==> src/rtl/cdiv_pkg.sv <==
package cdiv_pkg;
  typedef enum logic {
    SEL_CTRL = 1'b0,
    SEL_GATE = 1'b1
  } wr_sel_e;

  function automatic int unsigned max2(int unsigned a, int unsigned b);
    return (a > b) ? a : b;
  endfunction
endpackage

==> src/rtl/cdiv_regs.sv <==
module cdiv_regs
  import cdiv_pkg::*;
#(
  parameter int unsigned DATA_W   = 32,
  parameter int unsigned EN_POS   = 31,
  parameter int unsigned HI_POS   = 0,
  parameter int unsigned HI_W     = 8,
  parameter int unsigned LO_POS   = 8,
  parameter int unsigned LO_W     = 6,
  parameter int unsigned GATE_POS = 0,
  parameter bit          HAS_GATE = 1'b1
) (
  input  logic              clk_i,
  input  logic              rst_ni,
  input  logic              wr_en_i,
  input  logic              wr_sel_i,
  input  logic [DATA_W-1:0] wr_data_i,
  output logic              en_sh_o,
  output logic [HI_W-1:0]   hi_sh_o,
  output logic [LO_W-1:0]   lo_sh_o,
  output logic              gate_sh_o
);
  logic            ctrl_we;
  logic            en_d, en_q;
  logic [HI_W-1:0] hi_d, hi_q;
  logic [LO_W-1:0] lo_d, lo_q;

  assign ctrl_we = wr_en_i && (wr_sel_e'(wr_sel_i) == SEL_CTRL);

  always_comb begin
    en_d = wr_data_i[EN_POS];
    hi_d = wr_data_i[HI_POS +: HI_W];
    lo_d = wr_data_i[LO_POS +: LO_W];
  end

  always_ff @(posedge clk_i or negedge rst_ni) begin
    if (!rst_ni) begin
      en_q <= 1'b0;
      hi_q <= '0;
      lo_q <= '0;
    end else if (ctrl_we) begin
      en_q <= en_d;
      hi_q <= hi_d;
      lo_q <= lo_d;
    end
  end

  generate
    if (HAS_GATE) begin : g_gate_reg
      logic gate_we;
      logic gate_d, gate_q;
      assign gate_we = wr_en_i && (wr_sel_e'(wr_sel_i) == SEL_GATE);
      assign gate_d  = wr_data_i[GATE_POS];
      always_ff @(posedge clk_i or negedge rst_ni) begin
        if (!rst_ni)      gate_q <= 1'b0;
        else if (gate_we) gate_q <= gate_d;
      end
      assign gate_sh_o = gate_q;
    end else begin : g_gate_none
      assign gate_sh_o = 1'b1;
    end
  endgenerate

  assign en_sh_o = en_q;
  assign hi_sh_o = hi_q;
  assign lo_sh_o = lo_q;

  // a gate word write must not disturb the divider settings
  a_r9_gate_keeps_fields: assert property (@(posedge clk_i) disable iff (!rst_ni)
    (wr_en_i && wr_sel_i) |=> ($stable(en_q) && $stable(hi_q) && $stable(lo_q)));
endmodule

==> src/rtl/cdiv_phase.sv <==
module cdiv_phase
  import cdiv_pkg::*;
#(
  parameter int unsigned HI_W = 8,
  parameter int unsigned LO_W = 6
) (
  input  logic            clk_i,
  input  logic            rst_ni,
  input  logic            en_sh_i,
  input  logic [HI_W-1:0] hi_sh_i,
  input  logic [LO_W-1:0] lo_sh_i,
  output logic            act_en_o,
  output logic            lvl_o
);
  localparam int unsigned CNT_W = max2(HI_W, LO_W);

  logic             act_en_q;
  logic [HI_W-1:0]  act_hi_q;
  logic [LO_W-1:0]  act_lo_q;
  logic             lvl_d, lvl_q;
  logic [CNT_W-1:0] cnt_d, cnt_q;
  logic [CNT_W-1:0] hi_lim, lo_lim;
  logic             high_end, low_end, ld_en;

  assign hi_lim   = CNT_W'(act_hi_q);
  assign lo_lim   = CNT_W'(act_lo_q);
  assign high_end = act_en_q && lvl_q && (cnt_q == hi_lim);
  assign low_end  = act_en_q && !lvl_q && (cnt_q == lo_lim);
  // settings are adopted in bypass or at the end of a low phase
  assign ld_en    = !act_en_q || low_end;

  always_comb begin
    lvl_d = lvl_q;
    cnt_d = cnt_q;
    if (ld_en) begin
      lvl_d = en_sh_i;
      cnt_d = '0;
    end else if (high_end) begin
      lvl_d = 1'b0;
      cnt_d = '0;
    end else begin
      cnt_d = cnt_q + 1'b1;
    end
  end

  always_ff @(posedge clk_i or negedge rst_ni) begin
    if (!rst_ni) begin
      act_en_q <= 1'b0;
      act_hi_q <= '0;
      act_lo_q <= '0;
    end else if (ld_en) begin
      act_en_q <= en_sh_i;
      act_hi_q <= hi_sh_i;
      act_lo_q <= lo_sh_i;
    end
  end

  always_ff @(posedge clk_i or negedge rst_ni) begin
    if (!rst_ni) begin
      lvl_q <= 1'b0;
      cnt_q <= '0;
    end else begin
      lvl_q <= lvl_d;
      cnt_q <= cnt_d;
    end
  end

  assign act_en_o = act_en_q;
  assign lvl_o    = lvl_q;

  a_r2_bypass_level_low: assert property (@(posedge clk_i) disable iff (!rst_ni)
    !act_en_q |-> !lvl_q);
  a_r3_high_holds: assert property (@(posedge clk_i) disable iff (!rst_ni)
    (act_en_q && lvl_q && cnt_q != hi_lim) |=> lvl_q);
  a_r3_high_ends: assert property (@(posedge clk_i) disable iff (!rst_ni)
    (act_en_q && lvl_q && cnt_q == hi_lim) |=> !lvl_q);
  a_r4_low_holds: assert property (@(posedge clk_i) disable iff (!rst_ni)
    (act_en_q && !lvl_q && cnt_q != lo_lim) |=> (!lvl_q && act_en_q));
  a_r6_settings_frozen: assert property (@(posedge clk_i) disable iff (!rst_ni)
    (act_en_q && !(!lvl_q && cnt_q == lo_lim)) |=>
      ($stable(act_hi_q) && $stable(act_lo_q) && act_en_q));
  a_r7_restart_high: assert property (@(posedge clk_i) disable iff (!rst_ni)
    (!act_en_q && en_sh_i) |=> (act_en_q && lvl_q && cnt_q == '0));
endmodule

==> src/rtl/cdiv_outgate.sv <==
module cdiv_outgate #(
  parameter bit HAS_GATE = 1'b1
) (
  input  logic clk_i,
  input  logic rst_ni,
  input  logic act_en_i,
  input  logic lvl_i,
  input  logic gate_sh_i,
  output logic clk_o
);
  logic gate_on;
  logic src;

  generate
    if (HAS_GATE) begin : g_gate
      logic gate_ce, gate_q;
      // only change the gate while the divided level is low
      assign gate_ce = !act_en_i || !lvl_i;
      always_ff @(posedge clk_i or negedge rst_ni) begin
        if (!rst_ni)      gate_q <= 1'b0;
        else if (gate_ce) gate_q <= gate_sh_i;
      end
      assign gate_on = gate_q;

      a_r8_gate_frozen_high: assert property (@(posedge clk_i) disable iff (!rst_ni)
        (act_en_i && lvl_i) |=> $stable(gate_q));
    end else begin : g_always_on
      logic unused_gate;
      assign unused_gate = gate_sh_i;
      assign gate_on     = 1'b1;
    end
  endgenerate

  assign src   = act_en_i ? lvl_i : clk_i;
  assign clk_o = gate_on & src;
endmodule

==> src/rtl/phase_clk_div.sv <==
module phase_clk_div
  import cdiv_pkg::*;
#(
  parameter int unsigned DATA_W   = 32,
  parameter int unsigned EN_POS   = 31,
  parameter int unsigned HI_POS   = 0,
  parameter int unsigned HI_W     = 8,
  parameter int unsigned LO_POS   = 8,
  parameter int unsigned LO_W     = 6,
  parameter int unsigned GATE_POS = 0,
  parameter bit          HAS_GATE = 1'b1
) (
  input  logic              clk_i,
  input  logic              rst_ni,
  input  logic              wr_en_i,
  input  logic              wr_sel_i,
  input  logic [DATA_W-1:0] wr_data_i,
  output logic              clk_o
);
  logic            en_sh, gate_sh, act_en, lvl;
  logic [HI_W-1:0] hi_sh;
  logic [LO_W-1:0] lo_sh;

  cdiv_regs #(
    .DATA_W(DATA_W), .EN_POS(EN_POS), .HI_POS(HI_POS), .HI_W(HI_W),
    .LO_POS(LO_POS), .LO_W(LO_W), .GATE_POS(GATE_POS), .HAS_GATE(HAS_GATE)
  ) u_regs (
    .clk_i(clk_i), .rst_ni(rst_ni), .wr_en_i(wr_en_i), .wr_sel_i(wr_sel_i),
    .wr_data_i(wr_data_i), .en_sh_o(en_sh), .hi_sh_o(hi_sh), .lo_sh_o(lo_sh),
    .gate_sh_o(gate_sh)
  );

  cdiv_phase #(.HI_W(HI_W), .LO_W(LO_W)) u_phase (
    .clk_i(clk_i), .rst_ni(rst_ni), .en_sh_i(en_sh), .hi_sh_i(hi_sh),
    .lo_sh_i(lo_sh), .act_en_o(act_en), .lvl_o(lvl)
  );

  cdiv_outgate #(.HAS_GATE(HAS_GATE)) u_out (
    .clk_i(clk_i), .rst_ni(rst_ni), .act_en_i(act_en), .lvl_i(lvl),
    .gate_sh_i(gate_sh), .clk_o(clk_o)
  );

  // straight after reset the output is held low
  a_r1_reset_quiet: assert property (@(posedge clk_i) disable iff (!rst_ni)
    ($past(!rst_ni) && HAS_GATE) |-> !clk_o);
endmodule

==> config.mk <==
export PLATFORM = sky130hd
export DESIGN_NAME = phase_clk_div
export DESIGN_NICKNAME = d
export VERILOG_FILES = /design/src/rtl/cdiv_pkg.sv /design/src/rtl/cdiv_regs.sv /design/src/rtl/cdiv_phase.sv /design/src/rtl/cdiv_outgate.sv /design/src/rtl/phase_clk_div.sv
export SDC_FILE = /design/constraint.sdc
export NUM_CORES = 1
export LEC_CHECK = 0
export BUFFER_PORTS_ARGS = -buffer_cell sky130_fd_sc_hd__clkbuf_2
export CAP_MARGIN = 20
export CORE_MARGIN = 3
export CORE_UTILIZATION = 25
export CTS_CLUSTER_DIAMETER = 100
export DETAILED_ROUTE_END_ITERATION = 10
export SYNTH_ARGS = -nofsm -noshare
export SYNTH_HDL_FRONTEND = slang
export SYNTH_SLANG_ARGS = --single-unit
==> constraint.sdc <==
create_clock -name clk_i -period 3.1 [get_ports clk_i]
set_input_delay 0.62 -clock clk_i [delete_from_list [all_inputs] [get_ports clk_i]]
set_output_delay 0.62 -clock clk_i [all_outputs]
set_load 0.02 [all_outputs]
After elaboration in Yosys (flattened, before gate mapping)
Cells that the tools add are included.

operators by class
  equality and inequality tests = 2
  add/subtract/negate cells = 1
  reduce and logical (&&, ||, !) cells = 11
  multiplexer cells = 5
  bitwise operators = 2

operators by type and width
  kind                                                            count
  8-bit two-way mux                                               2
  8-bit by 1-bit adder with 8-bit output (second input constant)  1
  8-bit by 6-bit equality test with 1-bit output                  1
  8-bit equality test                                             1
  1-bit logical AND                                               6
  1-bit two-way mux                                               3
  1-bit zero test                                                 2
  1-bit logical OR                                                2
  2-bit nonzero test                                              1
  1-bit bitwise AND                                               1
  1-bit inverter                                                  1

storage, ports and cells
  output and inout port bits = 1
  bits in registers = 41

Logic depth before layout (Yosys ltp)
  word-level depth = 5
  mapped depth = 6

By module
From an unflattened synthesis, not the netlist that was laid out.

second synthesis, totals
  cells, all modules = 129
  area total of the unflattened synthesis = 1,854.3 µm²

by module, submodules not included
  module        area each (µm²)  cells each  instances
  cdiv_phase    1,129.8          88          1
  cdiv_regs     666.9            36          1
  cdiv_outgate  57.6             5           1

==> metrics.txt <==
Routed met3 length 134 um; crit start category clock port; commonest cells in the netlist 41 x dfrtp_1, 31 x mux2_2, 12 x xnor2_1, 8 x nor3_1, 8 x xor2_1; DRT Pass-1 Iters 3; hold_buf cts 0; die width 90.6 um; Post-synth ARST share 100%; clk_lat worst skew 0.40 ns; RSZ-0062 raised after global routing no; Worst EP required 2.48 ns; Clock power frac 24.0%; Slew @ Worst Pin 0.800 ns; Post-synth EDFFs 0; CTS tree yes; Layout Nets 191; clk slew on worst S/H paths 0.07 ns; initial core utilization 26.0%; initial antenna violation count 0; largest net degree at the start of global routing 42; synthesized flop and latch total 41; placed instance area 0.00199 mm2; crit end category output pin; number of DRC markers in iteration 0 63; Final Hold Fails 0; maxcap violations 0; Top FF cell, synth dfrtp_1; port buffer count 19; gr usage total 7.98%; WL per Instance 11.9 um; HP Class input pin to asynchronous set/reset pin; setup violators final 0; worst rel slew slack 46.3%; Core ar. 0.00687 mm2; top cells by area, synth dfrtp_1 57%, mux2_2 20%, xnor2_1 5.9%; number of vias per cell 4.12; Max Used Layer met4; combinational power share 29.4%; vias in the first global route 1053; final routed DRC violation total 0; yosys warns 0; met1 wire length 1.40 mm; top-area cell type share of the netlist area 57.3%; NetSw 591 uW; Resize count post-CTS 0; met2 routed WL 1.37 mm; setup_tns 0 ns; Die ar. 0.00821 mm2; first-pass GRT wire length 4.98 mm; most frequent cell after synthesis dfrtp_1; Int Pwr 1.30 mW; VDD IR max 0.281 mV; Lkg Pwr 0.908 nW; share of layout cells above drive strength 1 41.3%; status completed; # IOs 37; mapped cell area 0.00179 mm2; Max Transition Viols Final 0; Synth-to-Final Area Change 18.9%; post-synthesis cell type count 21; critical path fanouts, max 2; DRT antenna net count 0; Avg Inst Size Synth 14.1 um2; row count 30; PD cells 887 mW/mm2; routability cong. 0.800; final wirelength 2.98 mm; die height 90.6 um; Synth Instances 127; fin area 0.00213 mm2; grt ovf 0; vias post-DR 1035; Worst Skew 0.00472 ns; Setup Buffers After CTS 0; Setup CP Type clock port to output pin; ANT cells 0; leading area contributor after synthesis dfrtp_1; sequential power share 46.6%; sequential share of the synthesized area 57.3%; dpl hpwl 2.06 mm; Syn Nets 164; Switching Fraction 31.3%; worst path arrival time 2.07 ns
## power groups by stage
stage	sequential, mW	combinational [mW]	clock, mW
after global placement	0.891	0.545	0.0187
final	0.878	0.554	0.453
after floorplan	0.831	0.509	0.0133
after CTS	0.882	0.562	0.463
after global routing	0.905	0.615	0.489
after detailed placement	0.894	0.559	0.0187
## layer usage
metal	vias to the layer above	GRT usage, %
met1	511	9.81
met5	-	0
li1	498	-
met3	8	3.33
met2	18	11.4
met4	0	5.10
## cell type report
class	count	area, um2
Fill cell	715	4740
Timing Repair Buffer	22	133
Sequential cell	41	1030
Multi-Input combinational cell	80	722
Clock buffer	12	126
Tap cell	96	120
## placed cells by master (no fill, tap or decap)
master	netlist	routed
clkbuf_2	0	19
ha_1	1	1
and2_1	1	1
o2bb2ai_1	1	1
nand4_1	3	3
nand2b_1	2	2
xor2_1	8	8
nor4_2	1	1
clkbuf_1	1	3
buf_12	0	1
nand3_1	2	2
a21boi_0	1	1
xnor2_1	12	12
nor3b_1	1	1
nor3_1	8	8
buf_4	0	3
and3_1	2	2
nand2_1	4	4
dfrtp_1	41	41
nor2b_1	1	1
mux2_2	31	31
clkbuf_8	0	8
o41ai_4	1	1
## state kept, by name (all words and copies together), names as in the netlist
name	cells
u_phase.cnt_q	8
u_phase.act_en_o	1
u_phase.act_lo_q	6
u_out.g_gate.gate_q	1
u_regs.en_sh_o	1
u_phase.lvl_o	1
u_regs.lo_sh_o	6
u_regs.hi_sh_o	8
u_phase.act_hi_q	8
u_regs.gate_sh_o	1
## cells by family (layout without fill, tap and decap cells)
kind of cell | Yosys count | in the layout | share of synthesized area [%]
xor+xnor | 20 | 20 | 9.79
simple gates | 25 | 25 | 7.90
mux | 31 | 31 | 19.5
fa+ha+maj | 1 | 1 | 0.699
flops | 41 | 41 | 57.3
compound gates | 3 | 3 | 2.45
buf+inv | 6 | 34 | 2.31
## metrics by stage
stage          hold slack (ns)  util [%]  power (mW)  cells  setup slack [ns]
4_1_cts                  0.409      30.7        1.91    250             0.377
2_1_floorplan            0.324         -        1.35    127             0.671
6_report                0.0417      31.0        1.89    251             0.406
3_3_place_gp             0.483      28.9        1.46    239             0.666
3_5_place_dp             0.484      28.9        1.47    239             0.666
5_1_grt                 0.0342      31.0        2.01    251             0.351
## critical path, stage by stage
cell      delay, ns
clkbuf_8       0.11
clkbuf_8       0.12
nand2b_1       0.05
a21boi_0       0.08
clkbuf_2       0.17
## final timing paths
| path | to | slack, ns | start | cells past startpoint |
|---|---|---|---|---|
| max reg2reg | u_phase.act_hi_q[7] | 1.28 | u_phase.cnt_q[6] | 5 |
| min | u_regs.hi_sh_o[3] | 0.04 | rst_ni | 1 |
| min in group clk_i | u_regs.hi_sh_o[3] | 0.45 | wr_data_i[3] | 2 |
| max | clk_o | 0.41 | clk_i | 5 |
| min reg2reg | u_phase.act_en_o | 0.49 | u_regs.en_sh_o | 1 |
| max in group asynchronous | u_regs.hi_sh_o[0] | 2.64 | rst_ni | 2 |
Note: power is estimated with default switching activity, not from simulation.
